## config.mk

```make
export PLATFORM = sky130hd
export DESIGN_NAME = hbr_regbank
export DESIGN_NICKNAME = d
export VERILOG_FILES = /design/src/rtl/hbr_pkg.sv /design/src/rtl/hbr_cfg_hdr.sv /design/src/rtl/hbr_io_win.sv /design/src/rtl/hbr_irq_route.sv /design/src/rtl/hbr_regbank.sv
export SDC_FILE = /design/constraint.sdc
export NUM_CORES = 2
export LEC_CHECK = 0
export BUFFER_PORTS_ARGS = -buffer_cell sky130_fd_sc_hd__buf_2
export CORE_ASPECT_RATIO = 0.6
export CORE_UTILIZATION = 35
export DETAILED_ROUTE_END_ITERATION = 10
export HOLD_SLACK_MARGIN = 0.03
export MAX_ROUTING_LAYER = met4
export SYNTH_ARGS = -nofsm -noshare
export SYNTH_HDL_FRONTEND = slang
export SYNTH_SLANG_ARGS = --single-unit
```

## constraint.sdc

```tcl
create_clock -name clk_i -period 2.2 [get_ports clk_i]
set_input_delay 0.11 -clock clk_i [delete_from_list [all_inputs] [get_ports clk_i]]
set_output_delay 0.11 -clock clk_i [all_outputs]
set_load 0.01 [all_outputs]
```

## src/rtl/hbr_pkg.sv

```systemverilog
package hbr_pkg;
  localparam int unsigned WOFF_W = 8;  // word offset width (byte offset 9:2)

  localparam logic [WOFF_W-1:0] WOFF_CFG_ADDR = 8'h70;  // 0x1C0
  localparam logic [WOFF_W-1:0] WOFF_MEM_BASE = 8'h71;  // 0x1C4
  localparam logic [WOFF_W-1:0] WOFF_IO_BASE  = 8'h72;  // 0x1C8
  localparam logic [WOFF_W-1:0] WOFF_CFG_PORT = 8'h88;  // 0x220

  typedef enum logic [2:0] {
    SEL_NONE,
    SEL_HDR,
    SEL_CADDR,
    SEL_MBASE,
    SEL_IOBASE,
    SEL_PORT
  } sel_e;
endpackage

```

## src/rtl/hbr_cfg_hdr.sv

```systemverilog
module hbr_cfg_hdr #(
  parameter int unsigned WORDS     = 64,
  parameter int unsigned CMD_WORD  = 1,
  parameter logic [15:0] CMD_RST   = 16'h0080,
  parameter logic [15:0] STAT_RST  = 16'h0290,
  localparam int unsigned IDX_W    = $clog2(WORDS)
) (
  input  logic             clk_i,
  input  logic             rst_ni,
  input  logic             we_i,
  input  logic [IDX_W-1:0] idx_i,
  input  logic [31:0]      wdata_i,
  output logic [31:0]      rdata_o
);
  logic [31:0] mem_q [WORDS];

  always_ff @(posedge clk_i or negedge rst_ni) begin
    if (!rst_ni) begin
      for (int i = 0; i < WORDS; i++) begin
        mem_q[i] <= (i == CMD_WORD) ? {STAT_RST, CMD_RST} : 32'h0;
      end
    end else if (we_i) begin
      mem_q[idx_i] <= wdata_i;
    end
  end

  // byte 4n+k of the header lives in lane k of word n
  assign rdata_o = mem_q[idx_i];
endmodule

```

## src/rtl/hbr_io_win.sv

```systemverilog
module hbr_io_win #(
  parameter int unsigned WIN_BITS = 18,
  parameter logic [31:0] BASE_RST = 32'hFE24_0000,
  localparam logic [31:0] HI_MASK = ~((32'h1 << WIN_BITS) - 32'h1),
  localparam logic [31:0] KEEP    = HI_MASK | 32'h1
) (
  input  logic        clk_i,
  input  logic        rst_ni,
  input  logic        we_i,
  input  logic [31:0] wdata_i,
  input  logic [31:0] cpu_addr_i,
  output logic [31:0] base_o,
  output logic        hit_o
);
  logic [31:0] base_q;
  logic        moved;

  assign moved = (wdata_i & HI_MASK) != (base_q & HI_MASK);

  always_ff @(posedge clk_i or negedge rst_ni) begin
    if (!rst_ni)             base_q <= BASE_RST & KEEP;
    else if (we_i && moved)  base_q <= wdata_i & KEEP;
  end

  assign base_o = base_q;
  assign hit_o  = (cpu_addr_i & HI_MASK) == (base_q & HI_MASK);
endmodule

```

## src/rtl/hbr_irq_route.sv

```systemverilog
module hbr_irq_route #(
  parameter int unsigned N_SLOTS = 4,
  parameter int unsigned N_LINES = 4,
  parameter int unsigned FN_W    = 8
) (
  input  logic [N_SLOTS*FN_W-1:0] slot_fn_i,
  input  logic [N_SLOTS-1:0]      slot_irq_i,
  output logic [N_LINES-1:0]      irq_o
);
  for (genvar l = 0; l < N_LINES; l++) begin : g_line
    always_comb begin
      irq_o[l] = 1'b0;
      for (int s = 0; s < N_SLOTS; s++) begin
        if ((int'(slot_fn_i[s*FN_W +: FN_W] >> 3) % N_LINES) == l)
          irq_o[l] = irq_o[l] | slot_irq_i[s];
      end
    end
  end
endmodule

```

## src/rtl/hbr_regbank.sv

```systemverilog
module hbr_regbank
  import hbr_pkg::*;
#(
  parameter int unsigned HDR_WORDS = 64,
  parameter int unsigned WIN_BITS  = 18,
  parameter logic [31:0] IO_RST    = 32'hFE24_0000,
  parameter logic [31:0] MEM_KEEP  = 32'hFF00_0001,
  parameter int unsigned N_SLOTS   = 4,
  parameter int unsigned N_LINES   = 4,
  parameter int unsigned FN_W      = 8,
  localparam int unsigned IDX_W    = $clog2(HDR_WORDS)
) (
  input  logic                    clk_i,
  input  logic                    rst_ni,
  input  logic                    req_i,
  input  logic                    we_i,
  input  logic [WOFF_W-1:0]       addr_i,
  input  logic [3:0]              be_i,
  input  logic [31:0]             wdata_i,
  output logic [31:0]             rdata_o,
  output logic                    ready_o,
  output logic                    err_o,
  output logic                    cfg_req_o,
  output logic                    cfg_we_o,
  output logic [31:0]             cfg_addr_o,
  output logic [31:0]             cfg_wdata_o,
  input  logic                    cfg_ack_i,
  input  logic [31:0]             cfg_rdata_i,
  input  logic [31:0]             cpu_addr_i,
  output logic                    io_hit_o,
  input  logic [N_SLOTS*FN_W-1:0] slot_fn_i,
  input  logic [N_SLOTS-1:0]      slot_irq_i,
  output logic [N_LINES-1:0]      irq_o
);
  sel_e        sel;
  logic        full, go, wr;
  logic [31:0] caddr_q, mbase_q, hdr_rd, iobase;

  always_comb begin
    if (addr_i < WOFF_W'(HDR_WORDS)) sel = SEL_HDR;
    else begin
      unique case (addr_i)
        WOFF_CFG_ADDR: sel = SEL_CADDR;
        WOFF_MEM_BASE: sel = SEL_MBASE;
        WOFF_IO_BASE:  sel = SEL_IOBASE;
        WOFF_CFG_PORT: sel = SEL_PORT;
        default:       sel = SEL_NONE;
      endcase
    end
  end

  assign full = &be_i;
  assign go   = req_i && full;
  assign wr   = go && we_i;

  hbr_cfg_hdr #(.WORDS(HDR_WORDS)) i_hdr (
    .clk_i   (clk_i),
    .rst_ni  (rst_ni),
    .we_i    (wr && sel == SEL_HDR),
    .idx_i   (addr_i[IDX_W-1:0]),
    .wdata_i (wdata_i),
    .rdata_o (hdr_rd)
  );

  hbr_io_win #(.WIN_BITS(WIN_BITS), .BASE_RST(IO_RST)) i_io_win (
    .clk_i      (clk_i),
    .rst_ni     (rst_ni),
    .we_i       (wr && sel == SEL_IOBASE),
    .wdata_i    (wdata_i),
    .cpu_addr_i (cpu_addr_i),
    .base_o     (iobase),
    .hit_o      (io_hit_o)
  );

  hbr_irq_route #(.N_SLOTS(N_SLOTS), .N_LINES(N_LINES), .FN_W(FN_W)) i_irq (
    .slot_fn_i  (slot_fn_i),
    .slot_irq_i (slot_irq_i),
    .irq_o      (irq_o)
  );

  always_ff @(posedge clk_i or negedge rst_ni) begin
    if (!rst_ni) begin
      caddr_q <= '0;
      mbase_q <= '0;
    end else if (wr) begin
      if (sel == SEL_CADDR) caddr_q <= wdata_i;
      if (sel == SEL_MBASE) mbase_q <= wdata_i & MEM_KEEP;
    end
  end

  // data port passes straight through to the bus engine
  assign cfg_req_o   = go && sel == SEL_PORT;
  assign cfg_we_o    = we_i;
  assign cfg_addr_o  = caddr_q;
  assign cfg_wdata_o = wdata_i;

  assign ready_o = req_i && (!full || sel != SEL_PORT || cfg_ack_i);
  assign err_o   = req_i && !full;

  always_comb begin
    rdata_o = '0;
    if (go && !we_i) begin
      unique case (sel)
        SEL_HDR:    rdata_o = hdr_rd;
        SEL_CADDR:  rdata_o = caddr_q;
        SEL_MBASE:  rdata_o = mbase_q;
        SEL_IOBASE: rdata_o = iobase;
        SEL_PORT:   rdata_o = cfg_ack_i ? cfg_rdata_i : 32'h0;
        default:    rdata_o = '0;
      endcase
    end
  end
endmodule

```

==> impl_results.md <==
* Commonest cells post-synth: dfrtp_1 (2091), mux2_2 (2045), mux2i_1 (964), a22oi_1 (463), clkbuf_1 (357)
* CP Class: flop to output pin
* Initial antenna violation count at 19
* Mapped Avg Cell Area at between 10 and 15 µm²
* Post-route insts no fill at 11320
* Filler instances at 24870
* Leakage dissipation at 58.97 nW
* Int Pwr at 62.07 mW
* Async S/R FF share, synth at between 90% and 100%
* Die height at between 400 and 500 µm
* RePlAce Congestion at slightly below 0.9
* Hold Path Cell Cnt at 3
* Post-synth EDFFs at 0
* Clock sinks at around 2100
* Multi-input combinational cell area at about 0.042 mm²
* FF/Latch Area at between 0.05 and 0.06 mm²
* Mux cell area share after synthesis at 35.28%
* # IOs at 254
* DRC marker count from the first detailed-route iteration at 5901
* Logic pwr share at ~7.2%
* DR vias/cell at between 5 and 6
* Top-count cell post-synth: dfrtp_1
* Maximum VDD drop at ~0.00062 V
* DR pass1 iterations at 8
* Fin Setup TNS at -18.28 ns
* Slew @ Worst Pin at about 1.1 ns
* CTS Root Cell: clkbuf_16
* TritonCTS Buffers at 206
* Drt wl/cell at between 20 and 30 µm
* Worst hold margin at between 0.06 and 0.07 ns
* P_sw at 19.73 mW
* Min-Delay Path Class: input port to flop
* Main area contributors after synthesis: dfrtp_1 (54%), mux2_2 (24%), mux2i_1 (9.9%)
* Mapped Nets at about 7200
* Area leader, netlist: dfrtp_1
* Starting Density at a little over a third
* Fin crit period at 3.053 ns
* Compound-Gate Fraction of Synth Area at roughly 4.4%
* Outcome: finished with violations
* Synth warn at 0
* Top-area cell type share of the netlist area at 53.80%
* Final Worst Setup Slack at -0.8526 ns
* Nets at 7604
* Final Max Tran Viols at 0
* CP Capture Type: output pin
* Dpl cells at between 10000 and 15000
* Sw Ratio at about a quarter
* Final Hold Viols at 0
* Core Area at 0.2755 mm²
* Clk_lat worst skew at a little under 0.9 ns
* # DRC at 0
* Grt total ovfl at 0
* First-pass GRT wire length at 455.1 mm
* Clk pin slew, worst setup/hold paths at 0.07 ns
* Crit Path Max Fanout at 2
* DRT Wirelength at approximately 310 mm
* Ys flop type: dfrtp_1
* Power per Cell Area at approximately 700 mW/mm²
* Maxcap violations at 0
* Main combinational cell family by area after synthesis: multiplexers
* Die area at roughly 0.28 mm²
* Vias in the first global route at ~65000
* Adder-cell share of the synthesized area at 0%
* Mapped Cells at ~7000
* Failing checks: negative setup slack
* Chip Width at ~680 µm
* Buffers added on ports at 211
* Synth Area in Simple Gates at between 2 and 3%
* #FFs+latches synth at 2104
* Sequential power share at a little under half
* R2R cell count at 8
* Post-synthesis xor/xnor area fraction at 0.2522%
* Share of the yosys chip area belonging to registers at a little over half
* Max Root-Sink Buffers at 4
* Final setup fails at 33
* Largest net degree at the start of global routing at 136
* Crit start category: flop
* Post-route ant nets at 0
* Area growth from synthesis to layout at 20.09%
* Fin crit share at 138.8%
* WP data arrival at a little under 3 ns
* GRT Total Usage at 22.43%
* H-tree level count at 4
* Syn Std Cell Area at a little under 0.1 mm²
* RSZ-0062 raised after global routing: yes
* CTS tree: done
* Post-synth cell types at 51
* Share of layout cells above drive strength 1 at ~47%
* Dpl hpwl at ~200 mm
* Total power draw at 81.80 mW
* Via count of the routed design at around 63000
* Standard-cell rows at roughly 150
* Max-Slew Margin vs Limit at between 20% and 30%
* Fmax at around 0.33 GHz
* Worst EP required at approximately 2.1 ns
* Clock skew at roughly 0.0037 ns
* Clock network power share at a little under half
## logic make-up after synthesis
group	count (synthesis)
simple gates	487
xor+xnor	28
flops	2104
compound gates	578
buf+inv	737
mux	3111
## final timing paths
path	startpoint	slack [ns]	endpoint
max	i_hdr.mem_q[1998]$_DFFE_PN0P_	-0.85	rdata_o[14]
min	wdata_i[15]	0.06	i_hdr.mem_q[1327]$_DFFE_PN0P_
max reg2reg	i_io_win.base_o[21]$_DFFE_PN1P_	0.07	i_io_win.base_o[22]$_DFFE_PN0P_
min reg2reg	i_hdr.mem_q[1842]$_DFFE_PN0P_	0.49	i_hdr.mem_q[1842]$_DFFE_PN0P_
max in group asynchronous	rst_ni	0.47	i_hdr.mem_q[1850]$_DFFE_PN0P_
min in group asynchronous	rst_ni	0.58	i_hdr.mem_q[373]$_DFFE_PN0P_
## cell type report
class,instances,share of cell area (%)
well taps,3699,3.963
clock buffers,293,5.133
inverters,4,0.01286
repair buffers,935,8.575
flip-flops and latches,2104,45.09
multi-input cells,4204,36.38
diodes,6,0.01286
clock inverters,75,0.8292
## placed cells by master, fill, tap and decap left out, types with 17 or more instances in the layout
| cell | instances |
|---|---|
| a22oi_1 | 431 |
| mux2i_2 | 20 |
| nand4_1 | 51 |
| clkbuf_16 | 209 |
| mux2_2 | 2045 |
| buf_6 | 35 |
| clkinv_2 | 39 |
| a22oi_2 | 32 |
| clkbuf_1 | 39 |
| mux4_2 | 43 |
| bufinv_16 | 20 |
| clkbuf_8 | 45 |
| nand3_1 | 197 |
| buf_12 | 266 |
| dlygate4sd3_1 | 17 |
| a21oi_1 | 26 |
| nand3_2 | 38 |
| mux2i_1 | 933 |
| buf_2 | 208 |
| buf_4 | 407 |
| dfrtp_1 | 2090 |
| nand2_1 | 43 |
| mux2_1 | 59 |
| nor2_4 | 22 |
| nand2_2 | 66 |
| o22ai_1 | 30 |
## critical path: stages, from the launching register on
cell and delay (ns):
dfrtp_1 0.39, mux2i_1 0.17, a22oi_1 0.10, nand3_1 0.13, buf_6 0.18, nand4_1 0.44
nor2_4 0.39, o22ai_1 0.12, buf_2 0.16
## power by group through the flow
stage / sequential (mW) / combinational [mW] / clock [mW]
floorplan: 39.5 / 2.34 / 0
global placement: 39.5 / 5.65 / 0
detailed placement: 39.5 / 5.73 / 0
CTS: 38.8 / 5.90 / 37.7
global route: 38.8 / 6.27 / 39.3
finish: 38.8 / 5.92 / 37.1
## stage by stage
stage	cell area (µm²)	utilization, %	worst slack [ns]
6_report	116800	42.39	-0.8526
5_1_grt	116800	42.39	-0.9657
4_1_cts	116500	42.27	-0.9315
3_5_place_dp	108600	39.42	-0.8120
3_3_place_gp	108600	39.42	-0.8589
2_1_floorplan	97260	-	0.1741
## registers in the layout (all words and copies together), names as in the netlist
register / flops
cfg_addr_o: 32
i_hdr.mem_q: 2048
mbase_q: 9
i_io_win.base_o: 15
## routing by layer
metal  vias to the layer above  track usage [%]  share of wire [%]
met5                         -                -                  0
met4                         0            4.712                2.2
met3                       394            3.404                6.5
met2                      1814            31.20                 42
met1                     34220            34.23                 49
li1                      26660                -                  -
## what timing repair did
action	4_1_cts	5_1_grt
endpoints found under the hold margin	2757	0
gates resized for setup	165	68
hold buffers	17	0
pin swaps	97	66
setup buffers	5	4
endpoints found under the setup margin	33	47
cloned	0	0
Note: power is estimated with default switching activity, not from simulation.
